`src/rtl/ecp_ext_pkg.sv`:
```
package ecp_ext_pkg;

  typedef enum logic [2:0] {
    MODE_COMPAT  = 3'b000,
    MODE_BYTE    = 3'b001,
    MODE_PPFIFO  = 3'b010,
    MODE_ECPFIFO = 3'b011,
    MODE_EPP     = 3'b100,
    MODE_RSVD    = 3'b101,
    MODE_FTEST   = 3'b110,
    MODE_CONFIG  = 3'b111
  } ecp_mode_e;

  localparam logic [1:0] FST_PART  = 2'b00;
  localparam logic [1:0] FST_EMPTY = 2'b01;
  localparam logic [1:0] FST_FULL  = 2'b10;

  localparam logic [2:0] OFS_DATA = 3'd0;
  localparam logic [2:0] OFS_CFGB = 3'd1;
  localparam logic [2:0] OFS_ECR  = 3'd2;

  // Two-bit fill code from an occupancy count.
  function automatic logic [1:0] fifo_status(input int unsigned fill,
                                             input int unsigned depth);
    if (fill == 0)          return FST_EMPTY;
    else if (fill >= depth) return FST_FULL;
    else                    return FST_PART;
  endfunction

  // Width code reported in the capability byte.
  function automatic logic [2:0] width_code(input int unsigned bits);
    case (bits)
      16:      return 3'b000;
      32:      return 3'b010;
      default: return 3'b001;
    endcase
  endfunction

  function automatic logic [7:0] cfga_byte(input logic [2:0] wc);
    return {1'b0, wc, 4'b0000};
  endfunction

endpackage

```
`src/rtl/ecp_ext_fifo.sv`:
```
module ecp_ext_fifo #(
  parameter int DEPTH = 2,
  parameter int DW    = 8,
  localparam int AW   = (DEPTH > 1) ? $clog2(DEPTH) : 1,
  localparam int CW   = $clog2(DEPTH + 1)
) (
  input  logic          clk,
  input  logic          rst_n,
  input  logic          flush,
  input  logic          push,
  input  logic          pop,
  input  logic [DW-1:0] wdata,
  output logic [DW-1:0] rdata,
  output logic [CW-1:0] count
);

  logic [DW-1:0] mem [DEPTH];
  logic [AW-1:0] wr_ptr, rd_ptr;
  logic [CW-1:0] cnt;
  logic          empty, full, push_ok, pop_ok;

  function automatic logic [AW-1:0] ptr_inc(input logic [AW-1:0] p);
    return (32'(p) == DEPTH - 1) ? '0 : p + 1'b1;
  endfunction

  assign empty   = (cnt == '0);
  assign full    = (32'(cnt) == DEPTH);
  assign push_ok = push && !full;
  assign pop_ok  = pop && !empty;

  always_ff @(posedge clk) begin
    if (push_ok && !flush) mem[wr_ptr] <= wdata;
  end

  always_ff @(posedge clk or negedge rst_n) begin
    if (!rst_n) begin
      wr_ptr <= '0;
      rd_ptr <= '0;
      cnt    <= '0;
    end else if (flush) begin
      wr_ptr <= '0;
      rd_ptr <= '0;
      cnt    <= '0;
    end else begin
      if (push_ok) wr_ptr <= ptr_inc(wr_ptr);
      if (pop_ok)  rd_ptr <= ptr_inc(rd_ptr);
      case ({push_ok, pop_ok})
        2'b10:   cnt <= cnt + 1'b1;
        2'b01:   cnt <= cnt - 1'b1;
        default: cnt <= cnt;
      endcase
    end
  end

  assign rdata = mem[rd_ptr];
  assign count = cnt;


  cnt_bound_chk: assert property (@(posedge clk) disable iff (!rst_n)
    32'(cnt) <= DEPTH);


  full_push_drop_chk: assert property (@(posedge clk) disable iff (!rst_n)
    (push && full && !pop && !flush) |=> $stable(cnt) && $stable(wr_ptr));


  empty_pop_hold_chk: assert property (@(posedge clk) disable iff (!rst_n)
    (pop && empty && !push && !flush) |=> (cnt == '0) && $stable(rd_ptr));

endmodule

```
`src/rtl/ecp_ext_ctrl.sv`:
```
module ecp_ext_ctrl
  import ecp_ext_pkg::*;
(
  input  logic      clk,
  input  logic      rst_n,
  input  logic      wr_ecr,
  input  logic      wr_cfgb,
  input  logic      wr_plain,
  input  logic [7:0] wdata,
  output ecp_mode_e mode,
  output logic [2:0] ecr_aux,
  output logic [7:0] cfgb,
  output logic [7:0] plain,
  output logic      mode_change
);

  assign mode_change = wr_ecr && (wdata[7:5] != 3'(mode));

  always_ff @(posedge clk or negedge rst_n) begin
    if (!rst_n) begin
      mode    <= MODE_COMPAT;
      ecr_aux <= '0;
      cfgb    <= '0;
      plain   <= '0;
    end else begin
      if (wr_ecr) begin
        mode    <= ecp_mode_e'(wdata[7:5]);
        ecr_aux <= wdata[4:2];
      end
      if (wr_cfgb)  cfgb  <= wdata;
      if (wr_plain) plain <= wdata;
    end
  end


  mode_load_chk: assert property (@(posedge clk) disable iff (!rst_n)
    wr_ecr |=> (3'(mode) == $past(wdata[7:5])));


  cfgb_hold_chk: assert property (@(posedge clk) disable iff (!rst_n)
    !wr_cfgb |=> $stable(cfgb));

endmodule

```
`src/rtl/ecp_ext_regs.sv`:
```
module ecp_ext_regs
  import ecp_ext_pkg::*;
#(
  parameter int FIFO_DEPTH      = 2,
  parameter int FIFO_WIDTH_BITS = 8
) (
  input  logic       clk,
  input  logic       rst_n,
  input  logic [2:0] bus_addr,
  input  logic       bus_wr,
  input  logic [7:0] bus_wdata,
  input  logic       bus_rd,
  output logic [7:0] bus_rdata
);

  localparam int CW = $clog2(FIFO_DEPTH + 1);
  localparam logic [7:0] CFGA_VAL = cfga_byte(width_code(FIFO_WIDTH_BITS));

  ecp_mode_e  mode;
  logic [2:0] ecr_aux;
  logic [7:0] cfgb, plain, fifo_rdata;
  logic [CW-1:0] fifo_count;
  logic [1:0] ecr_status;
  logic       in_ftest, in_cfg, at_data;
  logic       fifo_push, fifo_pop, plain_we, mode_change, fifo_empty;

  assign in_ftest  = (mode == MODE_FTEST);
  assign in_cfg    = (mode == MODE_CONFIG);
  assign at_data   = (bus_addr == OFS_DATA);
  assign fifo_push = bus_wr && at_data && in_ftest;
  assign fifo_pop  = bus_rd && at_data && in_ftest;
  assign plain_we  = bus_wr && at_data && !in_ftest && !in_cfg;

  ecp_ext_ctrl u_ctrl (
    .clk         (clk),
    .rst_n       (rst_n),
    .wr_ecr      (bus_wr && bus_addr == OFS_ECR),
    .wr_cfgb     (bus_wr && bus_addr == OFS_CFGB),
    .wr_plain    (plain_we),
    .wdata       (bus_wdata),
    .mode        (mode),
    .ecr_aux     (ecr_aux),
    .cfgb        (cfgb),
    .plain       (plain),
    .mode_change (mode_change)
  );

  ecp_ext_fifo #(.DEPTH(FIFO_DEPTH), .DW(8)) u_fifo (
    .clk   (clk),
    .rst_n (rst_n),
    .flush (mode_change),
    .push  (fifo_push),
    .pop   (fifo_pop),
    .wdata (bus_wdata),
    .rdata (fifo_rdata),
    .count (fifo_count)
  );

  assign ecr_status = fifo_status(32'(fifo_count), FIFO_DEPTH);
  assign fifo_empty = (fifo_count == '0);

  always_comb begin
    unique case (bus_addr)
      OFS_DATA: begin
        if (in_ftest)    bus_rdata = fifo_empty ? 8'hFF : fifo_rdata;
        else if (in_cfg) bus_rdata = CFGA_VAL;
        else             bus_rdata = plain;
      end
      OFS_CFGB: bus_rdata = cfgb;
      OFS_ECR:  bus_rdata = {mode, ecr_aux, ecr_status};
      default:  bus_rdata = 8'hFF;
    endcase
  end


  mode_flush_chk: assert property (@(posedge clk) disable iff (!rst_n)
    mode_change |=> (ecr_status == FST_EMPTY));


  empty_pop_ff_chk: assert property (@(posedge clk) disable iff (!rst_n)
    (fifo_pop && fifo_empty) |-> (bus_rdata == 8'hFF));


  reserved_ff_chk: assert property (@(posedge clk) disable iff (!rst_n)
    (bus_addr > OFS_ECR) |-> (bus_rdata == 8'hFF));

endmodule

```
`config.mk`:
```
export PLATFORM = sky130hd
export DESIGN_NAME = ecp_ext_regs
export DESIGN_NICKNAME = d
export VERILOG_FILES = /design/src/rtl/ecp_ext_pkg.sv /design/src/rtl/ecp_ext_fifo.sv /design/src/rtl/ecp_ext_ctrl.sv /design/src/rtl/ecp_ext_regs.sv
export SDC_FILE = /design/constraint.sdc
export NUM_CORES = 1
export LEC_CHECK = 0
export BUFFER_PORTS_ARGS = -buffer_cell sky130_fd_sc_hd__buf_4
export CORE_MARGIN = 4
export CORE_UTILIZATION = 40
export CTS_CLUSTER_SIZE = 30
export DETAILED_ROUTE_END_ITERATION = 10
export PLACE_DENSITY_LB_ADDON = 0.2
export SLEW_MARGIN = 20
export SYNTH_ARGS = -nofsm -noshare
export SYNTH_HDL_FRONTEND = slang
export SYNTH_SLANG_ARGS = --single-unit
```
`constraint.sdc`:
```
create_clock -name clk -period 3.05 [get_ports clk]
set_input_delay 0.61 -clock clk [delete_from_list [all_inputs] [get_ports clk]]
set_output_delay 0.61 -clock clk [all_outputs]
set_load 0.005 [all_outputs]
```
# [Word-level counts from Yosys, hierarchy flattened]
# Memory sizes are Yosys's and may differ from the RTL's.
# Index checks and enable logic that the tools add are counted.
[word_totals] out_inout_bits=8 inputBits=15 word_cells=59 register_bits=26 ramBits=16 n_memories=1
[op_classes] n_mux=16 n_lt_le_gt_ge=1 add_sub_neg=4 eq_ne=8 n_reduce_logical=22
[mem_list] memory="u_fifo.mem" words=2 word_bits=8 rd=1 rd_ports_with_merged_regs=0 wr=1 line_no="ecp_ext_fifo.sv:17" text="logic [DW-1:0] mem [DEPTH];"
[op_table] cell="8-bit two-way mux" count=3
[op_table] cell="8-bit one-hot mux with 3 select lines" count=1
[op_table] cell="1-bit logical AND" count=12
[op_table] cell="1-bit two-way mux" count=8
[op_table] cell="3-bit == test (second input constant)" count=2
[op_table] cell="2-bit two-way mux" count=3
[op_table] cell="1-bit logical NOT" count=5
[op_table] cell="2-bit == test (second input constant)" count=2
[op_table] cell="2-bit one-hot mux with 2 select lines" count=1
[op_table] cell="2-bit nonzero test" count=2
[op_table] cell="3-bit by 1-bit == test with 1-bit output (second input constant)" count=1
[op_table] cell="3-bit by 2-bit == test with 1-bit output (second input constant)" count=1
[op_table] cell="3-bit logical NOT" count=1
[op_table] cell="3-bit != test" count=1
[op_table] cell="3-bit nonzero test" count=1
[op_table] cell="1-bit adder (second input constant)" count=2
[op_table] cell="2-bit by 1-bit adder with 2-bit output (second input constant)" count=1
[op_table] cell="2-bit by 1-bit == test with 1-bit output (second input constant)" count=1
[op_table] cell="2-bit >= comparator (second input constant)" count=1
[op_table] cell="2-bit logical NOT" count=1
[op_table] cell="2-bit by 1-bit subtractor with 2-bit output (second input constant)" count=1

# [Longest topological paths before layout]
# Gate-level depths: netlist of run 1.
[depth] depth_word=7 ltp_mapped=6 mapped_depth_nobuf=4

# [Modules after synthesis]
# Synthesis of run 1 repeated with hierarchy kept, for this count alone.
[unflattened] cells_unflattened=158 area_unflattened_um2=2028.2
[by_module_without_submodules] module="ecp_ext_ctrl" cells_each=51 seq_area_each_um2=550.5 instances=1 area_each_um2=867.1
[by_module_without_submodules] module="ecp_ext_fifo" cells_each=50 seq_area_each_um2=580.6 instances=1 area_each_um2=798.3
[by_module_without_submodules] module="ecp_ext_regs" cells_each=57 seq_area_each_um2=0.0 instances=1 area_each_um2=362.8

# [Worst setup path before layout of run 1]
# No wires, ideal clock.
[synth_path] kind="input -> output" from="in bus_addr[0]" to="out bus_rdata[0]" path_slack_ps=850 path_buffers=1 required_ps=2440 cell_stages=5 arrival_time_ps=1590 cell_sequence="buf_4 nor3_4 a21boi_2 o221ai_1 o211ai_1"
[synth_between] elab_chain_len=2 word_cells_on_any_way=4 classes_between="eq/ne: 2; mux: 1; reduce/logical: 1"
[synth_rtl] element="start, declared" line_no="ecp_ext_regs.sv:9" text="input logic [2:0] bus_addr,"
[synth_rtl] element="3-bit by 2-bit == test with 1-bit output (tied with other cells)" line_no="ecp_ext_regs.sv:63" text="unique case (bus_addr)"
[synth_rtl] element="8-bit one-hot mux with 3 select lines *" line_no="ecp_ext_regs.sv:63"
[synth_rtl] element="end, declared" line_no="ecp_ext_regs.sv:13" text="output logic [7:0] bus_rdata"
# Every way passes the cells marked *; elsewhere a longest branch is shown, timed or not.

# [Final worst setup path of run 1]
[layout_path] from="in bus_addr[0]" to="out bus_rdata[1]"
# Same word-level chain as after synthesis.

==> results of run 1 <==
-- kinds of logic (layout without fill, tap and decap cells) --
group,after synthesis,count (layout),share of synthesized area [%]
DFF,42,42,56.9
AOI/OAI and AO/OA,33,33,12.1
muxes,31,31,17.5
and+or+nand+nor,24,24,7.68
buffers and inverters,11,34,3.21
xor gates and xnor gates,5,5,2.58
-- sequential cells by signal, indices dropped and copies added, names as in the netlist --
signal,count
u_fifo.wr_ptr,1
u_ctrl.plain,8
u_ctrl.mode,3
u_ctrl.cfgb,8
u_fifo.rd_ptr,1
u_fifo.count,2
u_ctrl.ecr_aux,3
u_fifo.mem,16
-- worst max-delay path, delay by kind of cell --
| kind | cells | cell delay, ps |
|---|---|---|
| AND/OR/NAND/NOR | 1 | 330 |
| AO/OA/AOI/OAI | 3 | 660 |
| buffers and inverters | 2 | 330 |
-- where the power goes --
part           switching (mW)  internal (mW)  total, mW
clock network           0.182          0.156      0.338
logic                   0.101          0.134      0.235
registers              0.0660          0.665      0.731
total                   0.349          0.955       1.30
-- worst max path at each step --
| stage | startpoint | to | slack [ps] | cells past startpoint |
|---|---|---|---|---|
| 2_1_floorplan | bus_addr[0] | bus_rdata[0] | 850 | 5 |
| 3_3_place_gp | bus_addr[0] | bus_rdata[1] | 520 | 6 |
| 3_5_place_dp | bus_addr[0] | bus_rdata[1] | 460 | 6 |
| 4_1_cts | bus_addr[0] | bus_rdata[1] | 470 | 6 |
| 5_1_grt | bus_addr[0] | bus_rdata[5] | 360 | 6 |
| 6_report | bus_addr[0] | bus_rdata[1] | 500 | 6 |
-- Yosys cell counts --
cell type  count  share of area, %
nor3_4         1              0.82
nand2_1        1              0.19
xor2_2         1              0.82
dfrtp_1       26                33
buf_6          2               1.1
inv_1          3              0.57
mux2_2        30                17
nand2b_1       1              0.31
a21boi_0       1              0.38
nor2_1        12               2.3
a41o_1         1              0.50
o21ai_0        1              0.25
nand3b_2       1              0.57
o221ai_1       8               3.5
o21ai_2        1              0.44
a21o_1         1              0.38
and2_1         1              0.31
mux2i_1        1              0.50
buf_2          3              0.75
clkbuf_1       2              0.38
edfxtp_1      16                24
xor2_1         3               1.3
and4bb_2       1              0.63
nor2b_1        1              0.31
and4b_4        1              0.69
a21oi_1        9               2.3
a21boi_2       1              0.57
o31a_1         1              0.44
buf_4          1              0.38
nor4bb_1       1              0.50
o211ai_1       8               3.0
xnor2_1        1              0.44
nand4_1        2              0.63
and3b_1        1              0.44
o21bai_1       1              0.38
-- metrics by stage --
step,hold WS (ps),setup slack (ps),instance area [um2]
2_1_floorplan,314,850,1990
3_3_place_gp,490,519,2190
3_5_place_dp,497,463,2190
4_1_cts,212,467,2280
5_1_grt,222,359,2280
6_report,210,499,2280
-- area by class of cell --
class	count	area share, %
clock buffer	5	3.02
sequential	42	49.7
inverter	3	0.495
timing repair buffer	23	7.58
tap	67	3.68
clock inverter	3	0.714
multi-input combinational	93	34.8
-- cells in the final DEF, fill, tap and decap left out, drive strengths merged, types with 2 or more instances in the layout --
cell,n
mux2,30
dfrtp,26
buf,23
edfxtp,16
nor2,12
a21oi,9
o221ai,8
o211ai,8
clkbuf,5
xor2,4
inv,3
nand4,2
o21ai,2
a21boi,2
clkinv,2
-- metal layers --
layer / GRT usage [%] / wire length (um) / part of all wire [%] / vias to the layer above
met1: 19.1 / 1830 / 47 / 600
met5: 0 / 0 / 0 / -
met2: 22.5 / 1920 / 49 / 15
met3: 3.78 / 96 / 2.5 / 7
met4: 4.72 / 57 / 1.5 / 0
li1: - / - / - / 599
==> metrics.cfg, run 1 <==
[worst_hold_path]
min_path_type = primary input to asynchronous set/reset pin

[run_status]
outcome = finished clean

[final_layout]
multi_input_area_um2 = 793
stdcell_count = 236
nets = 183
antennaDiodeCount = 0
seq_area_um2 = 1130
drive_gt1_share_pct = 39.6
n_fill_cell = 450
utilization_pct = 47.9
syn_to_final_growth_pct = 14.5

[timing]
finalSetupTns_ps = 0
finalCriticalPeriod_ps = 2550
worst_pin_slew_ps = 725
rsz0062_at_grt = false
hold_viol = 0
setup_viol = 0
max_freq_mhz = 392
finalCritPeriodShare_pct = 83.6
slew_violations = 0
fin_worst_skew_ps = 8.06
relSlewSlack_pct = 51.5

[clocking]
numCtsBuffers = 5
cts_sinks = 42
cts_tree = done
cts_resized = 0
clkTransAtPathRegs_ps = 80
ctsHoldBuffers = 0
clock_latency_ps = 290
clock_path_buffers = 2
h-tree-depth = 2
clockRootBuffer = clkbuf_8
cts_setup_buffers = 0

[floorplanning]
die_w_um = 78.5
rows = 25
core_um2 = 4750
die-area_um2 = 6160
fp.dieH_um = 78.5
io_pins = 23
start_util_pct = 41.8

[power]
max-vdd-ir-drop_mv = 0.321
p_per_area_nw_per_um2 = 573
finalPower_mw = 1.30
p_leak_nw = 0.881

[route]
routedWlPerCell_um = 16.5
drc_errors = 0
detailedRoute.firstIterationViolations = 57
postRouteAntennaNets = 0
dr.pass1.iters = 4
vias = 1221
vias_per_cell = 5.17
totalWireLength_um = 3900

[critical_path]
cp-end-kind = primary output
crit_slowest_cell = a21boi_2
cp.required_ps = 2440
reg2reg_from = u_ctrl.mode[0]
cp_max_fo = 19
crit_type = primary input to primary output
cp_common_cell = buf_4
r2r_end = u_fifo.mem[0][1]
cp_cell_sequence = buf_4 -> nor3_4 -> a21boi_2 -> o221ai_1 -> o211ai_1 -> buf_4
r2r_slack_ps = 1080
cp_data_arrival_time_ps = 1940
reg2regPathDepth = 3
max_stage_delay_ps = 350
critPathLaunchType = primary input

[logic_synthesis]
ys_seq_area_share_pct = 56.9
synth_cells = 146
syn_avg_cell_area_um2 = 13.6
synthesis.area_um2 = 1990
synth_nets = 161
synth_seq_cells = 42
synth_cell_types = 35
ys_warn_count = 0

[grt]
grt_pass1_wl_um = 6800
grt_pass1_vias = 1308
grt_start_max_net_pins = 27
grt.total_usage_pct = 14.3
grt_overflow_total = 0
antenna_found_initial = 0

[placed_design]
dp_cells = 228
portBuffers = 22
dp_hpwl_um = 3010
gp_congestion = 0.838

[run]
cap_violations = 0

(Power assumes the default switching activity.)
==> inputs of run 2 (changes only) <==
--- a/config.mk
+++ b/config.mk
@@ -5,6 +5,7 @@
 export SDC_FILE = /design/constraint.sdc
 export NUM_CORES = 1
 export LEC_CHECK = 0
+export ABC_AREA = 1
 export BUFFER_PORTS_ARGS = -buffer_cell sky130_fd_sc_hd__buf_4
 export CORE_MARGIN = 4
 export CORE_UTILIZATION = 40
==> constraint.sdc (replaced) <==
create_clock -name clk -period 2.5 [get_ports clk]
set_input_delay 0.5 -clock clk [delete_from_list [all_inputs] [get_ports clk]]
set_output_delay 0.5 -clock clk [all_outputs]
set_load 0.005 [all_outputs]
==> run 2 against run 1 <==
- sequential power is 17% higher
- flip-flop and latch count stayed put
- highest routed layer unchanged
- clock-buffer cell count rose by 1
- via count grew 23%
==> metrics.cfg, run 2 <==
[logic_synthesis]
synth_area_leaders = dfrtp_1 (32%), edfxtp_1 (24%), nand2_1 (8.8%)
synth_nets = 229
synthAdderAreaFrac_pct = 0
synth_compound_area_share_pct = 11.0
ys_seq_area_share_pct = 56.4
synth_cells = 214
yosysMostFrequentCell = nand2_1
yosysTopAreaCell = dfrtp_1
syn_avg_cell_area_um2 = 9.37
synthSimpleGateAreaFrac_pct = 22.9
synthMuxAreaShare_pct = 3.37
synth_edf_count = 16
synth_flop_cell = dfrtp_1
synth_common_cells = nand2_1 (47), dfrtp_1 (26), nor2_1 (25)
synth_top_family_by_area = simple AND/OR/NAND/NOR gates
synth_cell_types = 25
synthesis.area_um2 = 2000
yosys.area_share.xor_xnor_pct = 1.31
ys_warn_count = 0
ys_async_sr_fraction_pct = 61.9
synth_seq_cells = 42
synth_top_area_share_pct = 32.5

[critical_path]
cp-end-kind = primary output
path_buf_inv = 2
reg2regPathDepth = 4
cp_data_arrival_time_ps = 1760
critPathLaunchType = flip-flop
crit_slowest_cell = dfrtp_1
crit_type = flip-flop to primary output
cp_cell_sequence = nand2_2 -> inv_2 -> a21oi_2 -> o211ai_1 -> nand4_1 -> buf_4
r2r_slack_ps = 930
crit_family = compound AO/OA/AOI/OAI gates
cp_max_fo = 9
r2r_end = u_ctrl.plain[1]
cp.required_ps = 2000
reg2reg_from = u_ctrl.mode[1]
max_stage_delay_ps = 470

[timing]
worst_slack_ps = 239
finalSetupTns_ps = 0
setup_viol = 0
worst_pin_slew_ps = 508
finalCritPeriodShare_pct = 90.4
fin_worst_skew_ps = 5.19
finalCriticalPeriod_ps = 2260
max_freq_mhz = 442
relSlewSlack_pct = 66.1
slew_violations = 0
hold_viol = 0
rsz0062_at_grt = false

[final_layout]
largest-register = u_fifo.mem
utilization_pct = 49.3
final_cell_mix = nand2_1 (47), buf_4 (27), dfrtp_1 (26)
largestRegisters = u_fifo.mem: 16 flops, u_ctrl.cfgb: 8 flops, u_ctrl.plain: 8 flops
syn_to_final_growth_pct = 17.7
antennaDiodeCount = 0
largest_reg_flops = 16
nets = 260
stdcell_count = 313
layout_commonest_cell = nand2_1
drive_gt1_share_pct = 23.6

[power]
power_frac_comb_pct = 15.5
power_frac_clock_pct = 28.2
max-vdd-ir-drop_mv = 0.334
p_seq_share_pct = 56.3
p_sw_share_pct = 27.8
finalPower_mw = 1.52
p_per_area_nw_per_um2 = 645
p_leak_nw = 1.00
p_int_mw = 1.10
power.switching_mw = 0.423

[grt]
grt.total_usage_pct = 16.5
grt-busiest-layer = met2
grt_overflow_total = 0
grt_util_met2_pct = 26.3
grt_start_max_net_pins = 27
grt_pass1_vias = 1546
met3_usage_pct = 3.06
grt_pass1_wl_um = 7730
use_met1_pct = 23.0
antenna_found_initial = 0

[route]
detailedRoute.firstIterationViolations = 109
totalWireLength_um = 4580
routedWlPerCell_um = 14.6
drc_errors = 0
vias_per_cell = 4.81
vias = 1504
dr.pass1.iters = 4
postRouteAntennaNets = 0

[floorplanning]
start_util_pct = 41.9
rows = 25
io_pins = 23
fp.dieH_um = 78.8
core_um2 = 4790
die_w_um = 78.8
die-area_um2 = 6210

[clocking]
ctsHoldBuffers = 0
cts_resized = 0
numCtsBuffers = 5
cts_tree = done
cts_setup_buffers = 0
clkTransAtPathRegs_ps = 80
clock_path_buffers = 2
cts_sinks = 42
h-tree-depth = 2
clock_latency_ps = 290
clockRootBuffer = clkbuf_8

[placed_design]
portBuffers = 22
gp_congestion = 0.793
dpl_worst_slack_ps = 387
dp_hpwl_um = 3260
dp_cells = 305

[worst_hold_path]
min_path_type = primary input to asynchronous set/reset pin

[run_status]
outcome = finished clean

[run]
cap_violations = 0

==> run 2: layout make-up <==
cell class	instances	area (um2)
Sequential cell	42	1130
Inverter	22	82.6
Tap cell	67	83.8
Multi-Input combinational cell	147	773
Clock buffer	6	72.6
Timing Repair Buffer	27	203
Fill cell	462	2430
Clock inverter	2	13.8
==> run 2: through the flow <==
step / cell area [um2] / hold slack [ps]
3_3_place_gp: 2270 / 436
3_5_place_dp: 2270 / 435
6_report: 2360 / 107
4_1_cts: 2360 / 120
5_1_grt: 2360 / 128
2_1_floorplan: 2000 / 204
==> run 2: power by group through the flow <==
| stage | clock, mW | combinational [mW] | sequential [mW] |
|---|---|---|---|
| 2_1_floorplan | 0 | 0.153 | 0.853 |
| 3_3_place_gp | 0 | 0.236 | 0.869 |
| 3_5_place_dp | 0 | 0.240 | 0.871 |
| 4_1_cts | 0.439 | 0.241 | 0.857 |
| 5_1_grt | 0.472 | 0.270 | 0.866 |
| 6_report | 0.430 | 0.236 | 0.858 |
==> run 2: per-layer routing <==
metal / wire length, um / vias up
met4: 56 / 0
met1: 2250 / 691
met5: 0 / -
met3: 187 / 6
met2: 2090 / 33
li1: - / 774
==> run 2: kinds of logic (layout without fill, tap and decap cells) <==
kind of cell,after synthesis,after routing
compound gates,37,37
xor+xnor,3,3
buf+inv,25,57
flops,42,42
mux,6,6
simple gates,101,101
==> run 2: how the worst max path moves through the flow <==
stage,from,endpoint,slack (ps),cells past startpoint
2_1_floorplan,bus_addr[1],u_fifo.mem[1][0],830,5
3_3_place_gp,bus_addr[1],bus_rdata[6],420,7
3_5_place_dp,bus_addr[1],bus_rdata[6],390,7
4_1_cts,u_ctrl.mode[1],bus_rdata[6],220,6
5_1_grt,u_ctrl.mode[0],bus_rdata[5],130,7
6_report,u_ctrl.mode[1],bus_rdata[3],240,6
==> inputs of run 3 (changes only) <==
==> constraint.sdc (replaced) <==
create_clock -name clk -period 2.34 [get_ports clk]
set_input_delay 0.468 -clock clk [delete_from_list [all_inputs] [get_ports clk]]
set_output_delay 0.468 -clock clk [all_outputs]
set_load 0.005 [all_outputs]
==> run 3 against run 2 <==
- non-clock buffer count is 3 higher
- combinational power increased by 9.3%
- core utilization grew 1.3 points
- global-route usage up 0.20 points
- first-iteration DRC count shrank 17%
- worst setup slack worse by 88 ps
- sequential share of layout area down 1.2 points
==> metrics.cfg, run 3 (synthesis gave the netlist of run 2 again) <==
[floorplanning]
io_pins = 23
core_um2 = 4790
fp.dieH_um = 78.8
start_util_pct = 41.9
die_w_um = 78.8
rows = 25
die-area_um2 = 6210

[final_layout]
largest-register = u_fifo.mem
antennaDiodeCount = 0
nets = 263
largestRegisters = u_fifo.mem: 16 flops, u_ctrl.cfgb: 8 flops, u_ctrl.plain: 8 flops
syn_to_final_growth_pct = 20.7
layout_commonest_cell = nand2_1
n_fill_cell = 462
final_cell_mix = nand2_1 (47), buf_4 (30), dfrtp_1 (26)
drive_gt1_share_pct = 24.5
largest_reg_flops = 16

[power]
power.switching_mw = 0.444
p_leak_nw = 1.03
max-vdd-ir-drop_mv = 0.483
p_seq_share_pct = 52.0
power_frac_clock_pct = 33.3
finalPower_mw = 1.76
p_int_mw = 1.32
power_frac_comb_pct = 14.7
p_per_area_nw_per_um2 = 727
p_sw_share_pct = 25.2

[clocking]
cts_sinks = 42
clkTransAtPathRegs_ps = 70
ctsHoldBuffers = 0
h-tree-depth = 2
clockRootBuffer = clkbuf_8
cts_tree = done
clock_path_buffers = 2
cts_setup_buffers = 0
clock_latency_ps = 290
numCtsBuffers = 5

[route]
totalWireLength_um = 4640
detailedRoute.firstIterationViolations = 91
drc_errors = 0
vias = 1536
vias_per_cell = 4.86
postRouteAntennaNets = 0
dr.pass1.iters = 4
routedWlPerCell_um = 14.7

[timing]
hold_viol = 0
fin_worst_skew_ps = 4.07
finalCriticalPeriod_ps = 2190
relSlewSlack_pct = 75.0
finalCritPeriodShare_pct = 93.5
worst_slack_ps = 152
max_freq_mhz = 457
slew_violations = 0
setup_viol = 0
finalSetupTns_ps = 0
hold_slack_ps = 74.4
rsz0062_at_grt = false
worst_pin_slew_ps = 375

[critical_path]
crit_family = flip-flops
crit_type = flip-flop to primary output
cp_data_arrival_time_ps = 1720
critPathLaunchType = flip-flop
max_stage_delay_ps = 480
path_buf_inv = 2
crit_slowest_cell = dfrtp_1
cp_cell_sequence = inv_2 -> nand3_2 -> nor2_4 -> o21ai_0 -> o211ai_1 -> nand4_1 -> buf_4
cp_max_fo = 8
cp-end-kind = primary output
cp.required_ps = 1870

[placed_design]
gp_congestion = 0.812
dp_hpwl_um = 3310
dpl_worst_slack_ps = 260
portBuffers = 22

[grt]
antenna_found_initial = 0
grt_pass1_wl_um = 7710
grt.total_usage_pct = 16.7
grt_pass1_vias = 1481
grt_overflow_total = 0
grt_start_max_net_pins = 27

[worst_hold_path]
min_path_type = primary input to asynchronous set/reset pin

[run_status]
outcome = finished clean

[run]
cap_violations = 0

==> run 3: changes by cell type in the layout (fill, tap and decap cells not counted), sizes merged <==
| cell | change |
|---|---|
| buf | +3 |
| clkinv | -2 |
| bufinv | +1 |
| clkbuf | +1 |
==> run 3: power by group through the flow <==
stage	Combinational [mW]	Sequential [mW]	Clock [mW]
2_1_floorplan	0.163	0.912	0
3_3_place_gp	0.256	0.929	0
3_5_place_dp	0.259	0.929	0
4_1_cts	0.261	0.914	0.600
5_1_grt	0.293	0.926	0.642
6_report	0.258	0.915	0.586
==> run 3: path summary, 6_finish.rpt <==
check                          startpoint               end  slack [ps]  depth (start not counted)
min in group clk             bus_wdata[2]  u_fifo.mem[0][2]         370                          1
hold / removal                      rst_n   u_fifo.count[0]          70                          1
setup reg to reg           u_ctrl.mode[1]   u_ctrl.plain[1]         780                          4
hold reg to reg            u_ctrl.cfgb[6]    u_ctrl.cfgb[6]         490                          2
setup / recovery           u_ctrl.mode[0]      bus_rdata[3]         150                          7
max in group asynchronous           rst_n   u_ctrl.plain[4]        2000                          1
==> run 3: routing by layer <==
metal,vias to the layer above,global-route usage [%],share of wire (%)
met4,0,5.24,1.5
li1,779,-,-
met2,24,26.9,47
met1,727,22.3,48
met5,-,0,0
met3,6,3.74,3.4
==> run 3: final cells by class <==
class | count | area, um2 | share of cell area, %
Timing Repair Buffer | 30 | 225 | 9.31
Tap cell | 67 | 83.8 | 3.46
Multi-Input combinational cell | 147 | 781 | 32.3
Clock buffer | 7 | 86.3 | 3.57
Sequential cell | 42 | 1130 | 46.7
Inverter | 22 | 82.6 | 3.41
Clock inverter | 1 | 30.0 | 1.24
==> run 3: metrics by stage <==
stage | cell area (um2) | util, % | cells
floorplan | 2000 | - | 214
global placement | 2300 | 48.0 | 308
detailed placement | 2300 | 48.0 | 308
CTS | 2410 | 50.4 | 316
global route | 2420 | 50.6 | 316
finish | 2420 | 50.6 | 316
==> run 3: repair_timing <==
action	CTS	global route
endpoints found under the hold margin	0	0
endpoints found under the setup margin	0	3
resized for setup	0	1
